==> src/rtl/ctlw_pkg.sv <==
package ctlw_pkg;
  typedef struct packed {
    logic       ctl;
    logic       rd;
    logic [2:0] dev;
    logic [2:0] sel;
    logic [7:0] data;
  } ctlw_word_t;

  localparam int WORD_BITS = $bits(ctlw_word_t);
  localparam int SEL_BITS  = 3;
endpackage

==> src/rtl/ctlw_timing.sv <==
module ctlw_timing #(
  parameter int SCLK_DIV  = 8,
  parameter int FRAME_DIV = 2048,
  parameter int FIRST_FS  = 280
) (
  input  logic clk,
  input  logic rst_n,
  output logic tick,
  output logic frame_evt,
  output logic sclk
);
  localparam int DIV_W  = $clog2(SCLK_DIV);
  localparam int FC_MAX = (FIRST_FS > FRAME_DIV) ? FIRST_FS : FRAME_DIV;
  localparam int FC_W   = $clog2(FC_MAX + 1);

  logic [DIV_W-1:0] div_q, div_d;
  logic [FC_W-1:0]  fcnt_q, fcnt_d;

  always_comb begin
    tick      = (div_q == DIV_W'(SCLK_DIV - 1));
    div_d     = tick ? '0 : div_q + 1'b1;
    frame_evt = (fcnt_q == '0);
    fcnt_d    = frame_evt ? FC_W'(FRAME_DIV - 1) : fcnt_q - 1'b1;
    sclk      = (div_q >= DIV_W'(SCLK_DIV / 2));
  end

  always_ff @(posedge clk or negedge rst_n) begin
    if (!rst_n) begin
      div_q  <= '0;
      fcnt_q <= FC_W'(FIRST_FS - 1);
    end else begin
      div_q  <= div_d;
      fcnt_q <= fcnt_d;
    end
  end

  // output frames start only on a serial clock boundary
  p_frame_on_tick_r9: assert property (@(posedge clk) disable iff (!rst_n)
    frame_evt |-> tick);
endmodule

==> src/rtl/ctlw_rx.sv <==
module ctlw_rx
  import ctlw_pkg::*;
(
  input  logic       clk,
  input  logic       rst_n,
  input  logic       tick,
  input  logic       sdi,
  input  logic       sdi_fs,
  output logic       word_vld,
  output ctlw_word_t word
);
  logic                 armed_q, armed_d;
  logic [3:0]           cnt_q, cnt_d;
  logic [WORD_BITS-1:0] sh_q, sh_d;
  logic                 vld_q, vld_d;
  logic [WORD_BITS-1:0] word_q, word_d;

  always_comb begin
    armed_d = armed_q;
    cnt_d   = cnt_q;
    sh_d    = sh_q;
    vld_d   = 1'b0;
    word_d  = word_q;
    if (tick) begin
      if (sdi_fs) begin
        armed_d = 1'b1;
        cnt_d   = '0;
      end else if (armed_q) begin
        sh_d  = {sh_q[WORD_BITS-2:0], sdi};
        cnt_d = cnt_q + 1'b1;
        if (cnt_q == 4'd15) begin
          vld_d   = 1'b1;
          word_d  = {sh_q[WORD_BITS-2:0], sdi};
          armed_d = 1'b0;
        end
      end
    end
  end

  always_ff @(posedge clk or negedge rst_n) begin
    if (!rst_n) begin
      armed_q <= 1'b0;
      cnt_q   <= '0;
      sh_q    <= '0;
      vld_q   <= 1'b0;
      word_q  <= '0;
    end else begin
      armed_q <= armed_d;
      cnt_q   <= cnt_d;
      sh_q    <= sh_d;
      vld_q   <= vld_d;
      word_q  <= word_d;
    end
  end

  assign word_vld = vld_q;
  assign word     = ctlw_word_t'(word_q);

  // a completed word is reported for a single master clock
  p_word_pulse_r1: assert property (@(posedge clk) disable iff (!rst_n)
    vld_q |=> !vld_q);
endmodule

==> src/rtl/ctlw_regfile.sv <==
module ctlw_regfile #(
  parameter int NUM_REGS   = 5,
  parameter int RST_CYCLES = 4,
  parameter int SEL_W      = 3
) (
  input  logic                  clk,
  input  logic                  rst_n,
  input  logic                  wr_en,
  input  logic [SEL_W-1:0]      wr_sel,
  input  logic [7:0]            wr_data,
  input  logic [SEL_W-1:0]      rd_sel,
  output logic [7:0]            rd_data,
  output logic [NUM_REGS*8-1:0] regs_flat
);
  localparam int CNT_W = $clog2(RST_CYCLES + 1);

  logic [CNT_W-1:0]           clr_q, clr_d;
  logic [NUM_REGS-1:0][7:0]   regs_q, regs_d;
  logic                       clearing;
  logic                       soft_go;

  always_comb begin
    clearing = (clr_q != '0);
    soft_go  = wr_en && !clearing && (wr_sel == '0) && wr_data[7];
    if (soft_go)       clr_d = CNT_W'(RST_CYCLES);
    else if (clearing) clr_d = clr_q - 1'b1;
    else               clr_d = clr_q;
    for (int i = 0; i < NUM_REGS; i++) begin
      if (clearing)
        regs_d[i] = 8'h00;
      else if (wr_en && !soft_go && (wr_sel == SEL_W'(i)))
        regs_d[i] = wr_data;
      else
        regs_d[i] = regs_q[i];
    end
  end

  always_comb begin
    rd_data = 8'h00;
    for (int i = 0; i < NUM_REGS; i++)
      if (rd_sel == SEL_W'(i)) rd_data = regs_q[i];
  end

  always_ff @(posedge clk or negedge rst_n) begin
    if (!rst_n) begin
      clr_q  <= CNT_W'(RST_CYCLES);
      regs_q <= '0;
    end else begin
      clr_q  <= clr_d;
      regs_q <= regs_d;
    end
  end

  assign regs_flat = regs_q;

  // a reset sequence leaves every register cleared
  p_clear_holds_r8: assert property (@(posedge clk) disable iff (!rst_n)
    clearing |=> (regs_q == '0));
  // the self-reset bit is never seen set
  p_self_bit_low_r12: assert property (@(posedge clk) disable iff (!rst_n)
    !regs_q[0][7]);
  // reserved selects leave the registers untouched
  p_reserved_no_write_r6: assert property (@(posedge clk) disable iff (!rst_n)
    (wr_en && !clearing && (wr_sel >= SEL_W'(NUM_REGS))) |=> $stable(regs_q));
endmodule

==> src/rtl/ctlw_tx.sv <==
module ctlw_tx
  import ctlw_pkg::*;
(
  input  logic                 clk,
  input  logic                 rst_n,
  input  logic                 tick,
  input  logic                 frame_evt,
  input  logic                 load,
  input  logic [WORD_BITS-1:0] load_word,
  output logic                 sdo,
  output logic                 sdo_fs
);
  logic [WORD_BITS-1:0] pend_q, pend_d;
  logic                 pvld_q, pvld_d;
  logic [WORD_BITS-1:0] sh_q, sh_d;
  logic [4:0]           cnt_q, cnt_d;
  logic                 sdo_q, sdo_d;
  logic                 fs_q, fs_d;

  always_comb begin
    pend_d = pend_q;
    pvld_d = pvld_q;
    sh_d   = sh_q;
    cnt_d  = cnt_q;
    sdo_d  = sdo_q;
    fs_d   = fs_q;
    if (load) begin
      pend_d = load_word;
      pvld_d = 1'b1;
    end
    if (tick) begin
      if (frame_evt) begin
        fs_d   = 1'b1;
        sdo_d  = 1'b0;
        sh_d   = pvld_q ? pend_q : '0;
        pvld_d = load;
        cnt_d  = 5'(WORD_BITS);
      end else begin
        fs_d = 1'b0;
        if (cnt_q != '0) begin
          sdo_d = sh_q[WORD_BITS-1];
          sh_d  = {sh_q[WORD_BITS-2:0], 1'b0};
          cnt_d = cnt_q - 1'b1;
        end else begin
          sdo_d = 1'b0;
        end
      end
    end
  end

  always_ff @(posedge clk or negedge rst_n) begin
    if (!rst_n) begin
      pend_q <= '0;
      pvld_q <= 1'b0;
      sh_q   <= '0;
      cnt_q  <= '0;
      sdo_q  <= 1'b0;
      fs_q   <= 1'b0;
    end else begin
      pend_q <= pend_d;
      pvld_q <= pvld_d;
      sh_q   <= sh_d;
      cnt_q  <= cnt_d;
      sdo_q  <= sdo_d;
      fs_q   <= fs_d;
    end
  end

  assign sdo    = sdo_q;
  assign sdo_fs = fs_q;

  // frame sync lasts one serial clock period
  p_fs_one_period_r9: assert property (@(posedge clk) disable iff (!rst_n)
    (fs_q && tick) |=> !fs_q);
  // a queued word is kept until a frame takes it
  p_pending_kept_r10: assert property (@(posedge clk) disable iff (!rst_n)
    (pvld_q && !frame_evt) |=> pvld_q);
endmodule

==> src/rtl/ctlw_chain.sv <==
module ctlw_chain
  import ctlw_pkg::*;
#(
  parameter int NUM_REGS   = 5,
  parameter int SCLK_DIV   = 8,
  parameter int FRAME_DIV  = 2048,
  parameter int FIRST_FS   = 280,
  parameter int RST_CYCLES = 4
) (
  input  logic                  mclk,
  input  logic                  rst_n,
  input  logic                  sdi,
  input  logic                  sdi_fs,
  output logic                  sclk,
  output logic                  sdo,
  output logic                  sdo_fs,
  output logic                  data_mode,
  output logic [NUM_REGS*8-1:0] ctl_regs
);
  logic       tick, frame_evt;
  logic       rx_vld;
  ctlw_word_t rx_word;
  ctlw_word_t tx_word;
  logic       wr_en, tx_load, local_hit;
  logic [7:0] rd_data;

  ctlw_timing #(
    .SCLK_DIV (SCLK_DIV),
    .FRAME_DIV(FRAME_DIV),
    .FIRST_FS (FIRST_FS)
  ) u_timing (
    .clk      (mclk),
    .rst_n    (rst_n),
    .tick     (tick),
    .frame_evt(frame_evt),
    .sclk     (sclk)
  );

  ctlw_rx u_rx (
    .clk     (mclk),
    .rst_n   (rst_n),
    .tick    (tick),
    .sdi     (sdi),
    .sdi_fs  (sdi_fs),
    .word_vld(rx_vld),
    .word    (rx_word)
  );

  always_comb begin
    local_hit = (rx_word.dev == 3'd0);
    wr_en     = rx_vld && rx_word.ctl && local_hit && !rx_word.rd;
    tx_load   = rx_vld && rx_word.ctl && (!local_hit || rx_word.rd);
    tx_word   = rx_word;
    if (!local_hit) tx_word.dev  = rx_word.dev - 3'd1;
    else            tx_word.data = rd_data;
  end

  ctlw_regfile #(
    .NUM_REGS  (NUM_REGS),
    .RST_CYCLES(RST_CYCLES),
    .SEL_W     (SEL_BITS)
  ) u_regs (
    .clk      (mclk),
    .rst_n    (rst_n),
    .wr_en    (wr_en),
    .wr_sel   (rx_word.sel),
    .wr_data  (rx_word.data),
    .rd_sel   (rx_word.sel),
    .rd_data  (rd_data),
    .regs_flat(ctl_regs)
  );

  ctlw_tx u_tx (
    .clk      (mclk),
    .rst_n    (rst_n),
    .tick     (tick),
    .frame_evt(frame_evt),
    .load     (tx_load),
    .load_word(tx_word),
    .sdo      (sdo),
    .sdo_fs   (sdo_fs)
  );

  assign data_mode = ctl_regs[0];

  // data words never touch the registers
  p_data_word_inert_r2: assert property (@(posedge mclk) disable iff (!rst_n)
    (rx_vld && !rx_word.ctl) |=> $stable(ctl_regs));
  // a forwarded address is never zero-to-seven wrapped
  p_fwd_no_wrap_r3: assert property (@(posedge mclk) disable iff (!rst_n)
    (tx_load && !local_hit) |-> (tx_word.dev != 3'd7));
endmodule

==> config.mk <==
export PLATFORM = sky130hd
export DESIGN_NAME = ctlw_chain
export DESIGN_NICKNAME = d
export VERILOG_FILES = /design/src/rtl/ctlw_pkg.sv /design/src/rtl/ctlw_timing.sv /design/src/rtl/ctlw_rx.sv /design/src/rtl/ctlw_regfile.sv /design/src/rtl/ctlw_tx.sv /design/src/rtl/ctlw_chain.sv
export SDC_FILE = /design/constraint.sdc
export NUM_CORES = 1
export LEC_CHECK = 0
export ABC_AREA = 1
export BUFFER_PORTS_ARGS = -buffer_cell sky130_fd_sc_hd__buf_2
export CAP_MARGIN = 15
export CORE_UTILIZATION = 60
export DETAILED_ROUTE_END_ITERATION = 12
export PLACE_DENSITY_LB_ADDON = 0.3
export SYNTH_ARGS = -nofsm -noshare
export SYNTH_HDL_FRONTEND = slang
export SYNTH_SLANG_ARGS = --single-unit
==> constraint.sdc <==
create_clock -name mclk -period 2.3 [get_ports mclk]
set_clock_uncertainty 0.05 [all_clocks]
set_input_delay 0.23 -clock mclk [delete_from_list [all_inputs] [get_ports mclk]]
set_output_delay 0.23 -clock mclk [all_outputs]
set_load 0.01 [all_outputs]
==> key figures <==
Routing
  • Routed length per instance: 15.3 µm
  • Detailed-route wire length: 15700 µm
  • First-pass DRT Iterations: 5
  • Total DRC errors in the routed layout: 0
  • Average vias per placed instance: 5.50
  • Post-route ant nets: 0
  • Via count: 5629
  • Detailed router's first-iteration violation count: 476

Global routing
  • Global-route wire length before repair: 25800 µm
  • Total global routing overflow: 0
  • Initial antenna violation count: 0
  • Pin count of the biggest net entering global routing: 52
  • Combined global-route utilization of all metal layers: 29.8%
  • Via count of the first global-routing pass: 5274

Timing
  • Ratio of final minimum period to clock period: 86.9%
  • Actual slew at the worst max-slew pin: 0.697 ns
  • Clock period minus worst slack: 2.00 ns
  • Number of pins with negative max-slew slack in the final report: 0
  • Final sum of negative setup slack: 0 ns
  • Unrepaired setup endpoints after global routing: false
  • Worst rel slew slack: 53.4%
  • Final count of hold timing violations: 0
  • Setup Viol. Count Final: 0
  • FMAX: 500 MHz

Synthesis
  • Synth Register Bits: 135
  • Mean instance size in the synthesized netlist: 7.91 µm²
  • Asr flop ratio synth: 100%
  • Top flip-flop cell by instance count after synthesis: sky130_fd_sc_hd__dfrtp_1
  • Synthesized area: 6500 µm²
  • Instance count of the mapped netlist: 821
  • Warning count from the yosys run: 0
  • EDFF count, synth: 0
  • Area contributors post-synth: sky130_fd_sc_hd__dfrtp_1, sky130_fd_sc_hd__nand2_1, sky130_fd_sc_hd__nand3_1
  • Largest area contributor in the synthesized netlist: sky130_fd_sc_hd__dfrtp_1
  • Yosys cell types: 30
  • Net Count, Synth: 837
  • Fraction of synthesized cell area taken by the top area cell type: 49.7%
  • Sequential fraction of the synthesis area: 52.1%

Setup path
  • Worst reg-to-reg path cell count: 10
  • Crit path arrival time: 2.42 ns
  • Worst setup path class: flop to flop
  • Element type at the critical path end: flop
  • Startpoint of the most critical register-to-register path: u_rx.word[11]
  • Maximum fanout along the worst path: 9
  • Required time reported for the critical path endpoint: 2.72 ns
  • Worst reg2reg endpoint: u_regs.regs_flat[3]
  • Reg-to-reg setup timing slack: 0.30 ns
  • Worst Setup Start Kind: flop

Finish
  • Most common cell after layout, fill and taps aside: sky130_fd_sc_hd__nand2_1
  • Post-layout net count: 891
  • Most frequent cells in the layout: sky130_fd_sc_hd__nand2_1, sky130_fd_sc_hd__dfrtp_1, sky130_fd_sc_hd__nand3_1, sky130_fd_sc_hd__inv_1, sky130_fd_sc_hd__o21ai_0
  • Final Core Density: 72.9%
  • Layout area overhead: 16.8%
  • Diode count: 0
  • Layout cell share with drive strength beyond 1: 14.0%
  • Post-Layout Inst Area: 7590 µm²

Status
  • Result of the run: complete, no violations

Clock network
  • Number of clock buffers inserted by TritonCTS: 17
  • Total clock sinks: 135
  • Cell chosen for the clock root: sky130_fd_sc_hd__clkbuf_8
  • Clock-pin slew on the worst setup and hold paths: 0.06 ns
  • Clock Latency Late Sink: 0.53 ns
  • TritonCTS clock tree: built
  • Maximum level of the CTS H-tree: 4
  • CTS resizes: 0
  • Maximum root-to-sink buffer count: 2

Place
  • HPWL Detailed: 10900 µm
  • Number of buffers inserted by port buffering: 47
  • Routability cong.: 0.866
  • DP Area: 6940 µm²

Power and ir drop
  • Maximum ir drop on the vdd rail: 0.000727 V
  • Power per cell area: 699 nW/µm²
  • Leakage power figure: 4.16 nW

Run
  • Number of max-cap violations: 0

Die
  • Die Height: 106 µm
  • Number of core rows: 37
  • I/O pins: 48
  • Die extent in x: 106 µm
  • Initial Utilization: 62.4%
  • Standard cell core area: 10400 µm²
  • Die area: 11200 µm²

Worst hold path
  • Type of the worst min-delay path: primary input to async pin
[logic make-up after synthesis]
group                      after synthesis  synth area share (%)
DFF                                    135                  52.1
xor gates and xnor gates                10                  1.35
buffers and inverters                  112                  6.87
adders and majority gates               12                  2.31
AOI/OAI and AO/OA                       84                  6.78
and+or+nand+nor                        468                  30.6
[registers in the layout (all words and copies together), names as in the netlist, 3 cells and up]
signal / flops
u_tx.pend_q: 16
u_regs.clr_q: 3
u_rx.cnt_q: 4
u_timing.fcnt_q: 12
u_rx.sh_q: 15
u_rx.word: 16
u_timing.div_q: 3
u_tx.sh_q: 16
u_tx.cnt_q: 5
u_regs.regs_flat: 40
[per-stage QoR]
step / power [mW] / cells / setup slack (ns) / hold slack, ns
floorplan: 2.47 / 821 / 0.601 / -0.116
global placement: 2.53 / 989 / 0.443 / 0.251
detailed placement: 2.53 / 989 / 0.314 / 0.264
CTS: 5.34 / 1024 / 0.309 / 0.251
global route: 5.45 / 1024 / 0.130 / 0.279
finish: 5.31 / 1024 / 0.301 / 0.230
[synthesized netlist by cell type (4+ instances only)]
cell type	instances
sky130_fd_sc_hd__a21oi_1	20
sky130_fd_sc_hd__buf_2	15
sky130_fd_sc_hd__clkbuf_1	17
sky130_fd_sc_hd__dfrtp_1	129
sky130_fd_sc_hd__dfstp_2	6
sky130_fd_sc_hd__ha_1	12
sky130_fd_sc_hd__inv_1	73
sky130_fd_sc_hd__nand2_1	288
sky130_fd_sc_hd__nand3_1	94
sky130_fd_sc_hd__nand4_1	10
sky130_fd_sc_hd__nor2_1	55
sky130_fd_sc_hd__nor2_2	4
sky130_fd_sc_hd__o21ai_0	61
sky130_fd_sc_hd__xnor2_1	4
sky130_fd_sc_hd__xor2_1	6
[report_power, final]
group	switching [mW]	internal, mW	leakage, nW
registers	0.0153	2.39	1.75
logic	0.0605	0.0261	2.11
clock network	0.965	1.85	0.310
total	1.04	4.27	4.16
[worst max-delay path by stage]
stage	startpoint	endpoint	slack (ns)	cells past startpoint
finish	u_rx.word[11]	u_regs.regs_flat[3]	0.30	10
global route	u_rx.word[11]	u_regs.regs_flat[19]	0.13	10
CTS	u_rx.word[11]	u_regs.regs_flat[3]	0.31	10
detailed placement	u_rx.word[11]	u_regs.regs_flat[3]	0.31	10
global placement	u_rx.word[11]	u_regs.regs_flat[6]	0.44	10
floorplan	u_timing.div_q[0]	u_rx.sh_q[10]	0.60	8
[routing by layer]
metal	track usage [%]	share of wire [%]
met5	0	0
met4	9.42	1.8
met3	6.56	6.1
met2	48.6	50
met1	39.9	42
[repair_timing]
action	CTS	global route
setup endpoints to repair	0	0
setup buffers	0	0
hold buffers	3	0
endpoints found under the hold margin	49	0
[worst max-delay path, cell delays in order (launching register included)]
cell,delay [ns]
sky130_fd_sc_hd__dfrtp_1,0.38
sky130_fd_sc_hd__inv_1,0.10
sky130_fd_sc_hd__ha_1,0.15
sky130_fd_sc_hd__inv_1,0.06
sky130_fd_sc_hd__nor2_2,0.11
sky130_fd_sc_hd__nand3_1,0.22
sky130_fd_sc_hd__a21oi_4,0.36
sky130_fd_sc_hd__nand2_2,0.22
sky130_fd_sc_hd__nand2_4,0.15
sky130_fd_sc_hd__nand2_1,0.06
sky130_fd_sc_hd__nand2_1,0.07
[final cells by class]
class,count,area (µm²)
Clock buffer,25,514
Inverter,77,289
Tap cell,136,170
Sequential cell,135,3390
Multi-Input combinational cell,574,2670
Fill cell,791,2820
Timing Repair Buffer,70,455
Clock inverter,7,113
(Power assumes the default switching activity.)
